**config.mk**
```make
export PLATFORM = sky130hd
export DESIGN_NAME = dsc_sequencer
export DESIGN_NICKNAME = d
export VERILOG_FILES = /design/src/rtl/dsc_pkg.sv /design/src/rtl/dsc_phase_fsm.sv /design/src/rtl/dsc_ref_window.sv /design/src/rtl/dsc_result_reg.sv /design/src/rtl/dsc_sequencer.sv
export SDC_FILE = /design/constraint.sdc
export NUM_CORES = 1
export LEC_CHECK = 0
export ABC_AREA = 0
export CAP_MARGIN = 30
export CORE_MARGIN = 1.5
export CORE_UTILIZATION = 35
export DETAILED_ROUTE_END_ITERATION = 6
export DONT_BUFFER_PORTS = 1
export MAX_ROUTING_LAYER = met4
export PLACE_DENSITY = 0.5
export RECOVER_POWER = 25
export SYNTH_ARGS = -nofsm -noshare
export SYNTH_HDL_FRONTEND = slang
export SYNTH_SLANG_ARGS = --single-unit
```
**constraint.sdc**
```tcl
create_clock -name clk -period 2.95 [get_ports clk]
set_clock_uncertainty 0.1 [all_clocks]
set_input_delay 0.295 -clock clk [delete_from_list [all_inputs] [get_ports clk]]
set_output_delay 0.295 -clock clk [all_outputs]
set_load 0.02 [all_outputs]
```
**src/rtl/dsc_pkg.sv**
```systemverilog
package dsc_pkg;
   typedef enum logic [2:0] {
      PH_PARK = 3'd0,
      PH_ZERO = 3'd1,
      PH_SIG  = 3'd2,
      PH_REF  = 3'd3,
      PH_PAD  = 3'd4
   } phase_e;

   function automatic int max3(input int a, input int b, input int c);
      int m;
      m = (a > b) ? a : b;
      return (m > c) ? m : c;
   endfunction
endpackage

```
**src/rtl/dsc_phase_fsm.sv**
```systemverilog
module dsc_phase_fsm
   import dsc_pkg::*;
#(
   parameter int unsigned AZ_LEN = 10001,
   parameter int unsigned SI_LEN = 10000,
   parameter int unsigned CW     = 15
) (
   input  logic   clk,
   input  logic   rst_n,
   input  logic   run_hold,
   input  logic   ref_cross,
   input  logic   win_last,
   output phase_e phase
);
   localparam logic [CW-1:0] ZERO_END = CW'(AZ_LEN - 1);
   localparam logic [CW-1:0] SIG_END  = CW'(SI_LEN - 1);

   logic [CW-1:0] cnt;

   always_ff @(posedge clk) begin
      if (!rst_n) begin
         phase <= PH_PARK;
         cnt   <= '0;
      end else begin
         case (phase)
            PH_PARK: begin
               cnt <= '0;
               if (run_hold) phase <= PH_ZERO;
            end
            PH_ZERO: begin
               if (cnt == ZERO_END) begin
                  phase <= PH_SIG;
                  cnt   <= '0;
               end else begin
                  cnt <= cnt + 1'b1;
               end
            end
            PH_SIG: begin
               if (cnt == SIG_END) begin
                  phase <= PH_REF;
                  cnt   <= '0;
               end else begin
                  cnt <= cnt + 1'b1;
               end
            end
            PH_REF, PH_PAD: begin
               cnt <= '0;
               if (win_last)                  phase <= run_hold ? PH_ZERO : PH_PARK;
               else if (phase == PH_REF && ref_cross) phase <= PH_PAD;
            end
            default: begin
               phase <= PH_PARK;
               cnt   <= '0;
            end
         endcase
      end
   end

   assert_park_holds_R10: assert property (@(posedge clk) disable iff (!rst_n)
      (phase == PH_PARK && !run_hold) |=> phase == PH_PARK);
   assert_sig_after_zero_R3: assert property (@(posedge clk) disable iff (!rst_n)
      (phase == PH_SIG && $past(phase) != PH_SIG) |-> $past(phase) == PH_ZERO);
   assert_zero_bound_R2: assert property (@(posedge clk) disable iff (!rst_n)
      (phase == PH_ZERO) |-> cnt < CW'(AZ_LEN));
endmodule

```
**src/rtl/dsc_ref_window.sv**
```systemverilog
module dsc_ref_window
   import dsc_pkg::*;
#(
   parameter int unsigned RI_MAX  = 20001,
   parameter int unsigned ZC_SYNC = 2,
   parameter int unsigned CW      = 15
) (
   input  logic          clk,
   input  logic          rst_n,
   input  logic          zc_in,
   input  phase_e        phase,
   output logic          win_last,
   output logic          ref_cross,
   output logic [CW-1:0] wcnt,
   output logic [CW-1:0] cap_count,
   output logic          cap_hit
);
   localparam logic [CW-1:0] WIN_END = CW'(RI_MAX - 1);

   logic zc_s;
   logic win_act;

   generate
      if (ZC_SYNC == 0) begin : g_direct
         assign zc_s = zc_in;
      end else begin : g_sync
         logic [ZC_SYNC-1:0] sr;
         always_ff @(posedge clk) begin
            if (!rst_n) sr <= '0;
            else        sr <= (sr << 1) | ZC_SYNC'(zc_in);
         end
         assign zc_s = sr[ZC_SYNC-1];
      end
   endgenerate

   assign win_act   = (phase == PH_REF) || (phase == PH_PAD);
   assign win_last  = win_act && (wcnt == WIN_END);
   assign ref_cross = (phase == PH_REF) && zc_s;

   always_ff @(posedge clk) begin
      if (!rst_n) begin
         wcnt      <= '0;
         cap_count <= '0;
         cap_hit   <= 1'b0;
      end else if (!win_act) begin
         wcnt    <= '0;
         cap_hit <= 1'b0;
      end else begin
         wcnt <= wcnt + 1'b1;
         if (ref_cross) begin
            cap_hit   <= 1'b1;
            cap_count <= wcnt;
         end
      end
   end

   assert_win_bound_R5: assert property (@(posedge clk) disable iff (!rst_n)
      win_act |-> wcnt < CW'(RI_MAX));
   assert_no_ref_after_cross_R4: assert property (@(posedge clk) disable iff (!rst_n)
      (phase == PH_PAD) |=> phase != PH_REF);
endmodule

```
**src/rtl/dsc_result_reg.sv**
```systemverilog
module dsc_result_reg #(
   parameter int unsigned RI_MAX = 20001,
   parameter int unsigned CW     = 15
) (
   input  logic          clk,
   input  logic          rst_n,
   input  logic          win_last,
   input  logic          ref_cross,
   input  logic [CW-1:0] wcnt,
   input  logic [CW-1:0] cap_count,
   input  logic          cap_hit,
   input  logic [CW-1:0] under_th,
   output logic          eom,
   output logic [CW-1:0] ref_count,
   output logic          over_flag,
   output logic          under_flag
);
   logic [CW-1:0] cnt_n;
   logic          ovr_n;

   always_comb begin
      if (ref_cross) begin
         cnt_n = wcnt;
         ovr_n = 1'b0;
      end else if (cap_hit) begin
         cnt_n = cap_count;
         ovr_n = 1'b0;
      end else begin
         cnt_n = CW'(RI_MAX);
         ovr_n = 1'b1;
      end
   end

   always_ff @(posedge clk) begin
      if (!rst_n) begin
         eom        <= 1'b0;
         ref_count  <= '0;
         over_flag  <= 1'b0;
         under_flag <= 1'b0;
      end else begin
         eom <= win_last;
         if (win_last) begin
            ref_count  <= cnt_n;
            over_flag  <= ovr_n;
            under_flag <= !ovr_n && (cnt_n < under_th);
         end
      end
   end

   assert_eom_single_R6: assert property (@(posedge clk) disable iff (!rst_n)
      eom |=> !eom);
   assert_result_held_R6: assert property (@(posedge clk) disable iff (!rst_n)
      !eom |-> $stable(ref_count));
   assert_range_exclusive_R8: assert property (@(posedge clk) disable iff (!rst_n)
      !(over_flag && under_flag));
   assert_over_value_R7: assert property (@(posedge clk) disable iff (!rst_n)
      over_flag |-> ref_count == CW'(RI_MAX));
endmodule

```
**src/rtl/dsc_sequencer.sv**
```systemverilog
module dsc_sequencer
   import dsc_pkg::*;
#(
   parameter int unsigned AZ_LEN  = 10001,
   parameter int unsigned SI_LEN  = 10000,
   parameter int unsigned RI_MAX  = 20001,
   parameter int unsigned ZC_SYNC = 2,
   localparam int unsigned CW     = $clog2(max3(AZ_LEN, SI_LEN, RI_MAX) + 1)
) (
   input  logic          clk,
   input  logic          rst_n,
   input  logic          run_hold,
   input  logic          zc_in,
   input  logic [CW-1:0] under_th,
   output logic          az_sel,
   output logic          si_sel,
   output logic          ri_sel,
   output logic          busy,
   output logic          eom,
   output logic [CW-1:0] ref_count,
   output logic          over_flag,
   output logic          under_flag
);
   generate
      if (AZ_LEN < 1 || SI_LEN < 1 || RI_MAX < 2) begin : g_bad_len
         $error("dsc_sequencer: phase lengths too short");
      end
      if (ZC_SYNC > 4) begin : g_bad_sync
         $error("dsc_sequencer: ZC_SYNC above 4 is not supported");
      end
   endgenerate

   phase_e        phase;
   logic          win_last;
   logic          ref_cross;
   logic [CW-1:0] wcnt;
   logic [CW-1:0] cap_count;
   logic          cap_hit;

   dsc_phase_fsm #(
      .AZ_LEN(AZ_LEN), .SI_LEN(SI_LEN), .CW(CW)
   ) u_fsm (
      .clk(clk), .rst_n(rst_n), .run_hold(run_hold),
      .ref_cross(ref_cross), .win_last(win_last), .phase(phase)
   );

   dsc_ref_window #(
      .RI_MAX(RI_MAX), .ZC_SYNC(ZC_SYNC), .CW(CW)
   ) u_win (
      .clk(clk), .rst_n(rst_n), .zc_in(zc_in), .phase(phase),
      .win_last(win_last), .ref_cross(ref_cross), .wcnt(wcnt),
      .cap_count(cap_count), .cap_hit(cap_hit)
   );

   dsc_result_reg #(
      .RI_MAX(RI_MAX), .CW(CW)
   ) u_res (
      .clk(clk), .rst_n(rst_n), .win_last(win_last), .ref_cross(ref_cross),
      .wcnt(wcnt), .cap_count(cap_count), .cap_hit(cap_hit),
      .under_th(under_th), .eom(eom), .ref_count(ref_count),
      .over_flag(over_flag), .under_flag(under_flag)
   );

   assign az_sel = (phase == PH_PARK) || (phase == PH_ZERO) || (phase == PH_PAD);
   assign si_sel = (phase == PH_SIG);
   assign ri_sel = (phase == PH_REF);
   assign busy   = (phase == PH_SIG) || (phase == PH_REF) || (phase == PH_PAD);

   assert_one_phase_R1: assert property (@(posedge clk) disable iff (!rst_n)
      $onehot({az_sel, si_sel, ri_sel}));
   assert_busy_fall_R6: assert property (@(posedge clk) disable iff (!rst_n)
      $fell(busy) |-> eom);
   assert_eom_idle_R6: assert property (@(posedge clk) disable iff (!rst_n)
      eom |-> !busy);
   assert_sig_busy_R3: assert property (@(posedge clk) disable iff (!rst_n)
      $rose(si_sel) |-> $rose(busy));
endmodule

```
# [Yosys cells after proc, flatten, opt, wreduce, memory -nomap -nowiden]
# Cells that the tools add are included.
[word_totals] ff_bits=69
[classes] add_sub_neg=2 n_lt_le_gt_ge=1 n_eq_ne=11 mux=14 bitwise=1 n_reduce_logical=15
[op_table] op="$mux 15" count=4
[op_table] op="$add 15x1->15 const B" count=2
[op_table] op="$eq 15x14->1 const B" count=2
[op_table] op="$pmux 15 s2" count=1
[op_table] op="$eq 15x15->1 const B" count=1
[op_table] op="$lt 15x15->1" count=1
[op_table] op="$mux 3" count=5
[op_table] op="$pmux 3 s4" count=1
[op_table] op="$eq 3x2->1 const B" count=2
[op_table] op="$logic_or 1x1->1" count=5
[op_table] op="$logic_and 1x1->1" count=4
[op_table] op="$ne 2x1->1 const B" count=2
[op_table] op="$reduce_and 2->1" count=2
[op_table] op="$reduce_and 4->1" count=1
[op_table] op="$eq 3x1->1 const B" count=1
[op_table] op="$eq 3x3->1 const B" count=1
[op_table] op="$logic_not 3->1" count=1
[op_table] op="$mux 1" count=3
[op_table] op="$ne 3x1->1 const B" count=1
[op_table] op="$ne 2x2->1 const B" count=1
[op_table] op="$or 2x1->2" count=1
[op_table] op="$reduce_or 2->1" count=1
[op_table] op="$logic_not 1->1" count=1

# [Logic depth before layout (Yosys ltp)]
# Gate-level depths: netlist (run 1).
[logic_depth] depth_word=6 depth_mapped=11

# [Cells and area by module]
# From an unflattened synthesis (run 1), not the netlist that was laid out.
[unflattened] cells_unflattened=415 area_unflattened_um2=3743.6
[by_module_without_submodules] mod="dsc_ref_window" n_inst=1 cells_per_inst=159 area_each_um2=1386.3
[by_module_without_submodules] mod="dsc_result_reg" n_inst=1 cells_per_inst=138 area_each_um2=1247.4
[by_module_without_submodules] mod="dsc_phase_fsm" n_inst=1 cells_per_inst=111 area_each_um2=1064.8
[by_module_without_submodules] mod="dsc_sequencer" n_inst=1 cells_per_inst=7 area_each_um2=45.0

# [Worst setup path before layout (run 1)]
# No wires, ideal clock.
[synth_timing] path_kind="flip-flop to flip-flop" startpoint="reg u_fsm.phase[0]" endpoint="reg u_res.under_flag" setup_time_ns=0.074 arrival_time_ns=2.250 required_time_ns=2.776 setup_slack_ns=0.526 stages_incl_launch_ff=12 synth_period_minus_slack_ns=2.424 cell_sequence="dfxtp_1 clkbuf_1 and4b_1 buf_2 buf_1 nand2_1 nand2_1 ha_1 a211o_1 o2111ai_1 a31oi_1 o21ai_0"
[synth_between] elab_chain_len=5 word_cells_on_any_way=10 classes_between="1 x order compare; 2 x eq/ne; 2 x mux; 5 x reduce/logical"
[synth_rtl] element="start: declaration" line="dsc_phase_fsm.sv:13" text="output phase_e phase"
[synth_rtl] element="start signal: assignment" line="dsc_phase_fsm.sv:48" text="if (win_last) phase <= run_hold ? PH_ZERO : PH_PARK;"
[synth_rtl] element="$eq 3x2->1" line="dsc_ref_window.sv:38" text="assign ref_cross = (phase == PH_REF) && zc_s;"
[synth_rtl] element="$logic_and 1x1->1" line="dsc_ref_window.sv:38"
[synth_rtl] element="$mux 15" line="dsc_result_reg.sv:22" text="if (ref_cross) begin"
[synth_rtl] element="via u_res.cnt_n[2]" line="dsc_result_reg.sv:18" text="logic [CW-1:0] cnt_n;"
[synth_rtl] element="$lt 15x15->1" line="dsc_result_reg.sv:45" text="under_flag <= !ovr_n && (cnt_n < under_th);"
[synth_rtl] element="$logic_and 1x1->1" line="dsc_result_reg.sv:45"
[synth_rtl] element="end signal: assignment" line="dsc_result_reg.sv:45"
[synth_rtl] element="end: declaration" line="dsc_result_reg.sv:16" text="output logic under_flag"
# The timed path passes the listed nets, and every way through them passes these cells.
# A chain may end at the register's enable or synchronous reset.

# [Worst setup path after layout (run 1)]
# Ends and elaborated chain as after synthesis.

==> results of run 1 <==
## repair_timing
item	CTS	global route
setup endpoints to repair	0	0
buffers inserted	0	0
hold buffers	2	0
hold endpoints to repair	8	0
## path summary, 6_finish.rpt
| check | from | end | cells after the start |
|---|---|---|---|
| worst max-delay path | u_fsm.phase[0] | u_res.under_flag | 9 |
| worst min-delay path | rst_n | u_res.under_flag | 4 |
| worst max register to register | u_fsm.phase[0] | u_res.under_flag | 9 |
| worst min register to register | u_win.g_sync.sr[0] | u_win.g_sync.sr[1] | 1 |
## worst reg2reg max path, delay by kind of cell (launching register included)
family | cells | cell delay, ns
simple gates | 4 | 0.98
compound gates | 4 | 0.57
flops | 1 | 0.54
fa+ha+maj | 1 | 0.25
## layout make-up
type | count | area (µm²)
clock buffers | 11 | 141.4
well taps | 111 | 138.9
multi-input cells | 285 | 1748
inverters | 28 | 105.1
repair buffers | 8 | 77.57
flip-flops and latches | 69 | 1381
fillers | 937 | 5532
clock inverters | 4 | 72.57
## state kept, by name, indices dropped and copies added (netlist names)
name	flops
u_fsm.cnt	15
u_win.g_sync.sr	2
u_res.over_flag	1
u_res.under_flag	1
u_win.cap_hit	1
u_res.ref_count	15
u_win.cap_count	15
u_fsm.phase	3
u_win.wcnt	15
u_res.eom	1
## stage by stage
step / area (µm²) / hold WS (ns) / util [%]
finish: 3665 / 0.1776 / 39.85
global route: 3665 / 0.2017 / 39.85
CTS: 3665 / 0.1686 / 39.85
detailed placement: 3431 / 0.3215 / 37.31
global placement: 3431 / 0.3169 / 37.31
floorplan: 3311 / 0.3119 / -
## power by group
group / internal (mW) / switching [mW] / leakage, nW
Clock: 0.493 / 0.343 / 0.105
Sequential: 0.951 / 0.0419 / 0.556
Combinational: 0.104 / 0.170 / 0.728
## logic make-up after synthesis
logic type	share of synthesized area (%)
AO/OA/AOI/OAI	11.30
XOR/XNOR	6.349
flip-flops	41.72
AND/OR/NAND/NOR	25.62
adder cells (fa/ha/maj)	6.803
multiplexers	2.721
buffers and inverters	5.480
## synth_stat cells, types with 3 or more instances
cell	instances	share of area (%)
nor3b_1	3	0.68
a311oi_1	9	2.4
nor2b_1	3	0.57
xor2_1	16	4.2
nand3_1	16	2.4
xnor2_1	8	2.1
and3_1	7	1.3
a31oi_1	5	0.94
a21oi_1	22	3.3
and2_1	3	0.57
nor2_1	56	6.3
nand2_1	60	6.8
nand4_1	9	1.7
buf_2	4	0.60
o21ai_0	5	0.76
clkbuf_1	10	1.1
ha_1	18	6.8
dfxtp_1	69	42
a211oi_1	3	0.68
or3_1	3	0.57
inv_1	28	3.2
mux2i_1	9	2.7
## per-layer routing
layer / share of wire [%] / global-route usage (%) / vias to the layer above
met5: 0 / - / -
met4: 1.8 / 6.284 / 0
met3: 2.7 / 3.760 / 11
met2: 45 / 25.01 / 33
met1: 50 / 19.37 / 1161
li1: - / - / 1365
==> impl_metrics.prom, run 1 <==
# TYPE chip_impl_metric gauge
chip_impl_info{name="outcome",value="finished clean"} 1
chip_impl_metric{name="timing.slew.headroom",unit="%"} 59.68
chip_impl_metric{name="power.ir.vdd_worst",unit="mV"} 0.2081
chip_impl_metric{name="p_per_area",unit="mW/mm²"} 574.1
chip_impl_metric{name="syn_nets",unit=""} 436
chip_impl_info{name="worstSetupStartpointType",value="flop"} 1
chip_impl_metric{name="crit_path_max_fanout",unit=""} 12
chip_impl_metric{name="yosys_register_bits",unit=""} 69
chip_impl_metric{name="critical-path-max-stage-delay",unit="ns"} 0.57
chip_impl_metric{name="pin_count",unit=""} 41
chip_impl_metric{name="die_w",unit="µm"} 100.3
chip_impl_metric{name="critPathArrivalTime",unit="ns"} 2.68
chip_impl_metric{name="routed-via-count",unit=""} 2570
chip_impl_metric{name="htree_levels",unit=""} 3
chip_impl_metric{name="dp.final_hpwl",unit="µm"} 4964
chip_impl_metric{name="clkTransAtPathRegs",unit="ns"} 0.07
chip_impl_metric{name="actual_slew_at_the_worst_max_slew_pin",unit="ns"} 0.6032
chip_impl_info{name="critPathKind",value="flop to flop"} 1
chip_impl_metric{name="nNetsFinal",unit=""} 438
chip_impl_metric{name="finalWirelength",unit="µm"} 7001
chip_impl_metric{name="ant_nets",unit=""} 0
chip_impl_info{name="nature_of_the_critical_path_endpoint",value="flop"} 1
chip_impl_metric{name="postSynth.asyncResetShare",unit="%"} 0
chip_impl_metric{name="clock_sinks",unit=""} 69
chip_impl_metric{name="design_power_total",unit="mW"} 2.104
chip_impl_metric{name="layout.cells.non_filler",unit=""} 516
chip_impl_info{name="path_delay_family",value="simple AND/OR/NAND/NOR gates"} 1
chip_impl_metric{name="worst_skew_pair.late_latency",unit="ns"} 0.34
chip_impl_metric{name="placeableCoreArea",unit="mm²"} 0.009196
chip_impl_metric{name="timing_hold_violations_final",unit=""} 0
chip_impl_info{name="hold_class",value="primary input to flop"} 1
chip_impl_info{name="cts_tree",value="yes"} 1
chip_impl_metric{name="cts_inserted_buffers",unit=""} 9
chip_impl_metric{name="clock.fmax",unit="MHz"} 398.5
chip_impl_metric{name="p_leak",unit="nW"} 1.389
chip_impl_metric{name="chipHeight",unit="µm"} 100.3
chip_impl_metric{name="finalSetupTns",unit="ns"} 0
chip_impl_metric{name="edff_count_synth",unit=""} 0
chip_impl_metric{name="vias_in_the_first_global_route",unit=""} 2518
chip_impl_metric{name="avgRoutedWirePerCell",unit="µm"} 13.57
chip_impl_metric{name="synth-seq-area-share",unit="%"} 41.72
chip_impl_metric{name="synth.avg_cell_area",unit="µm²"} 8.297
chip_impl_metric{name="first_pass_grt_wire_length",unit="µm"} 12100
chip_impl_metric{name="clk_path_buf_depth",unit=""} 2
chip_impl_metric{name="setup_violations",unit=""} 0
chip_impl_metric{name="drcViolationCount",unit=""} 0
chip_impl_metric{name="min_period_over_period",unit="%"} 85.06
chip_impl_metric{name="yosysUniqueCellTypes",unit=""} 45
chip_impl_info{name="crit_path_cell_trace",value="and4b_1 > nand2_1 > nand2_1 > ha_1 > a211oi_1 > o21ai_0 > o2111ai_1 > nand4_1 > o21ai_0"} 1
chip_impl_metric{name="drt_first_iter_violations",unit=""} 55
chip_impl_metric{name="layout_cells_sized_above_1",unit="%"} 6.173
chip_impl_metric{name="die-area",unit="mm²"} 0.01005
chip_impl_metric{name="io_buffer_count",unit=""} 0
chip_impl_metric{name="drt_first_pass_iters",unit=""} 4
chip_impl_metric{name="weighted_congestion_at_the_end_of_routability_driven_global_placement",unit=""} 0.7838
chip_impl_metric{name="worstPathBufferInverterCount",unit=""} 0
chip_impl_metric{name="maximum_number_of_pins_on_one_net_before_global_route_repair",unit=""} 35
chip_impl_metric{name="setup_slack_after_layout",unit="ns"} 0.4408
chip_impl_metric{name="placementRows",unit=""} 35
chip_impl_metric{name="fin_crit",unit="ns"} 2.509
chip_impl_info{name="highest_count_cells_in_the_layout_ignoring_fill_and_taps",value="dfxtp_1, nand2_1, nor2_1"} 1
chip_impl_metric{name="place_worst_setup_slack",unit="ns"} 0.4362
chip_impl_metric{name="diodes",unit=""} 0
chip_impl_metric{name="synth.cell_area",unit="mm²"} 0.003311
chip_impl_info{name="ys.flop_type",value="dfxtp_1"} 1
chip_impl_info{name="critical-path-slowest-cell",value="and4b_1"} 1
chip_impl_metric{name="required",unit="ns"} 3.12
chip_impl_metric{name="cts.repair.resized",unit=""} 0
chip_impl_metric{name="layout-area-overhead-vs-synth",unit="%"} 10.70
chip_impl_metric{name="syn_inst",unit=""} 399
chip_impl_metric{name="placedCellCount",unit=""} 499
chip_impl_metric{name="grt_util_all_layers",unit="%"} 15.77
chip_impl_metric{name="setup.reg_to_reg.worst_slack",unit="ns"} 0.44
chip_impl_info{name="cts-root-buf",value="clkbuf_8"} 1
chip_impl_metric{name="cap_viol_max_count",unit=""} 0
chip_impl_metric{name="initial_utilization",unit="%"} 36.00
chip_impl_metric{name="grt_antenna_before_repair",unit=""} 0
chip_impl_info{name="layout_commonest_cell",value="dfxtp_1"} 1
chip_impl_metric{name="yosys_warnings",unit=""} 0
chip_impl_info{name="grt_setup_unrepaired",value="false"} 1
chip_impl_metric{name="finalMaxSlewViolations",unit=""} 0
chip_impl_metric{name="grt_ovf",unit=""} 0
chip_impl_metric{name="post_drt_via_cell_ratio",unit=""} 4.981
(Power assumes the default switching activity.)
==> run 2, diff against run 1 <==
--- a/config.mk
+++ b/config.mk
@@ -7,8 +7,10 @@
 export LEC_CHECK = 0
 export ABC_AREA = 0
 export CAP_MARGIN = 30
+export CORE_ASPECT_RATIO = 1.75
 export CORE_MARGIN = 1.5
 export CORE_UTILIZATION = 35
+export CTS_CLUSTER_SIZE = 12
 export DETAILED_ROUTE_END_ITERATION = 6
 export DONT_BUFFER_PORTS = 1
 export MAX_ROUTING_LAYER = met4
==> impl_metrics.prom, run 2 (same netlist as run 1, synthesis figures left out) <==
# TYPE chip_impl_metric gauge
chip_impl_info{name="grt_setup_unrepaired",value="false"} 1
chip_impl_metric{name="chipHeight",unit="µm"} 131.7
chip_impl_metric{name="setup_violations",unit=""} 0
chip_impl_metric{name="worst_skew_pair.late_latency",unit="ns"} 0.33
chip_impl_metric{name="final.fill_count",unit=""} 939
chip_impl_metric{name="vias_in_the_first_global_route",unit=""} 2567
chip_impl_metric{name="nNetsFinal",unit=""} 441
chip_impl_metric{name="clock.fmax",unit="MHz"} 390.0
chip_impl_metric{name="placedCellCount",unit=""} 509
chip_impl_metric{name="ant_nets",unit=""} 0
chip_impl_metric{name="post_drt_via_cell_ratio",unit=""} 5.025
chip_impl_metric{name="clock_sinks",unit=""} 69
chip_impl_metric{name="finalMaxSlewViolations",unit=""} 0
chip_impl_metric{name="timing_hold_violations_final",unit=""} 0
chip_impl_metric{name="avgRoutedWirePerCell",unit="µm"} 14.36
chip_impl_metric{name="design_power_total",unit="mW"} 2.533
chip_impl_metric{name="power.ir.vdd_worst",unit="mV"} 0.3224
chip_impl_metric{name="grt_util_all_layers",unit="%"} 16.22
chip_impl_metric{name="design_area",unit="mm²"} 0.003826
chip_impl_metric{name="p_leak",unit="nW"} 1.456
chip_impl_metric{name="layout.cells.non_filler",unit=""} 529
chip_impl_metric{name="drt_first_iter_violations",unit=""} 105
chip_impl_metric{name="finalWirelength",unit="µm"} 7594
chip_impl_metric{name="critPathArrivalTime",unit="ns"} 2.73
chip_impl_metric{name="actual_slew_at_the_worst_max_slew_pin",unit="ns"} 0.6222
chip_impl_metric{name="first_pass_grt_wire_length",unit="µm"} 12380
chip_impl_metric{name="fin_crit",unit="ns"} 2.564
chip_impl_info{name="hold_class",value="primary input to flop"} 1
chip_impl_metric{name="dp.final_hpwl",unit="µm"} 5603
chip_impl_metric{name="post-cts-setup-buffer-count",unit=""} 0
chip_impl_info{name="layout_commonest_cell",value="dfxtp_1"} 1
chip_impl_metric{name="weighted_congestion_at_the_end_of_routability_driven_global_placement",unit=""} 0.7924
chip_impl_metric{name="required",unit="ns"} 3.11
chip_impl_info{name="critPathKind",value="flop to flop"} 1
chip_impl_metric{name="place_worst_setup_slack",unit="ns"} 0.3838
chip_impl_metric{name="whs",unit="ns"} 0.01171
chip_impl_metric{name="die-area",unit="mm²"} 0.01007
chip_impl_info{name="highest_count_cells_in_the_layout_ignoring_fill_and_taps",value="dfxtp_1, nand2_1, nor2_1"} 1
chip_impl_metric{name="timing.slew.headroom",unit="%"} 58.40
chip_impl_metric{name="placeableCoreArea",unit="mm²"} 0.009151
chip_impl_metric{name="die_w",unit="µm"} 76.52
chip_impl_metric{name="layout-area-overhead-vs-synth",unit="%"} 15.57
chip_impl_metric{name="cts_inserted_buffers",unit=""} 9
chip_impl_metric{name="pin_count",unit=""} 41
chip_impl_metric{name="cap_viol_max_count",unit=""} 0
chip_impl_metric{name="setup_slack_after_layout",unit="ns"} 0.3856
chip_impl_metric{name="diodes",unit=""} 0
chip_impl_info{name="outcome",value="finished clean"} 1
chip_impl_info{name="worstSetupStartpointType",value="flop"} 1
chip_impl_metric{name="clk_path_buf_depth",unit=""} 2
chip_impl_metric{name="maximum_number_of_pins_on_one_net_before_global_route_repair",unit=""} 31
chip_impl_metric{name="routed-via-count",unit=""} 2658
chip_impl_metric{name="htree_levels",unit=""} 3
chip_impl_info{name="cts_tree",value="yes"} 1
chip_impl_metric{name="io_buffer_count",unit=""} 0
chip_impl_metric{name="min_period_over_period",unit="%"} 86.93
chip_impl_metric{name="placed_area",unit="mm²"} 0.003437
chip_impl_metric{name="post-route-util",unit="%"} 41.81
chip_impl_info{name="cts-root-buf",value="clkbuf_16"} 1
chip_impl_metric{name="drcViolationCount",unit=""} 0
chip_impl_metric{name="grt_antenna_before_repair",unit=""} 0
chip_impl_metric{name="p_per_area",unit="mW/mm²"} 662.0
chip_impl_metric{name="layout_cells_sized_above_1",unit="%"} 6.846
chip_impl_info{name="nature_of_the_critical_path_endpoint",value="flop"} 1
chip_impl_metric{name="finalSetupTns",unit="ns"} 0
chip_impl_metric{name="drt_first_pass_iters",unit=""} 4
chip_impl_metric{name="grt_ovf",unit=""} 0
chip_impl_metric{name="crit_path_max_fanout",unit=""} 12
chip_impl_metric{name="initial_utilization",unit="%"} 36.18
chip_impl_metric{name="clkTransAtPathRegs",unit="ns"} 0.06
chip_impl_metric{name="placementRows",unit=""} 46
[run 2: changes by cell type in the layout (fill, tap and decap cells not counted), moves of 2 or more]
| cell | delta |
|---|---|
| buf_4 | +2 |
| clkbuf_16 | +9 |
| clkbuf_8 | -9 |
| dlygate4sd3_1 | +2 |
[run 2: critical path, stage by stage (launching register included)]
cell,delay (ns)
dfxtp_1,0.54
and4b_1,0.56
nand2_1,0.19
nand2_1,0.10
ha_1,0.24
a211oi_1,0.20
o21ai_0,0.14
o2111ai_1,0.13
nand4_1,0.14
o21ai_0,0.16
[run 2: report_power, final]
group	switching (mW)	total (mW)	leakage [nW]	internal, mW
Combinational	0.179	0.284	0.735	0.105
Sequential	0.0434	0.996	0.556	0.953
Clock	0.406	1.25	0.165	0.847
[run 2: area by class of cell]
| cell class | instances | area, µm² | area share, % |
|---|---|---|---|
| multi-input cells | 285 | 1748 | 45.68 |
| flip-flops and latches | 69 | 1381 | 36.10 |
| clock buffers | 10 | 239.0 | 6.246 |
| well taps | 120 | 150.1 | 3.924 |
| clock inverters | 6 | 110.1 | 2.878 |
| inverters | 28 | 105.1 | 2.747 |
| repair buffers | 11 | 92.59 | 2.420 |
[run 2: metal layers]
layer / share of wire [%] / vias to the layer above / track usage (%)
met4: 1.7 / 0 / 6.173
met1: 43 / 1236 / 17.14
met3: 3.0 / 9 / 4.722
met2: 52 / 37 / 28.22
met5: 0 / - / -
li1: - / 1376 / -
[run 2: repair_timing]
| item | 4_1_cts | 5_1_grt |
|---|---|---|
| hold buffers | 3 | 1 |
| resized for setup | 0 | 0 |
| hold endpoints to repair | 5 | 1 |
[run 2: path summary, 6_finish.rpt]
check | startpoint | to | slack (ns) | depth (start not counted)
worst max-delay path | u_fsm.phase[0] | u_res.under_flag | 0.39 | 9
worst min-delay path | rst_n | u_fsm.phase[1] | 0.01 | 2
worst max register to register | u_fsm.phase[0] | u_res.under_flag | 0.39 | 9
worst min register to register | u_win.g_sync.sr[0] | u_win.g_sync.sr[1] | 0.34 | 1
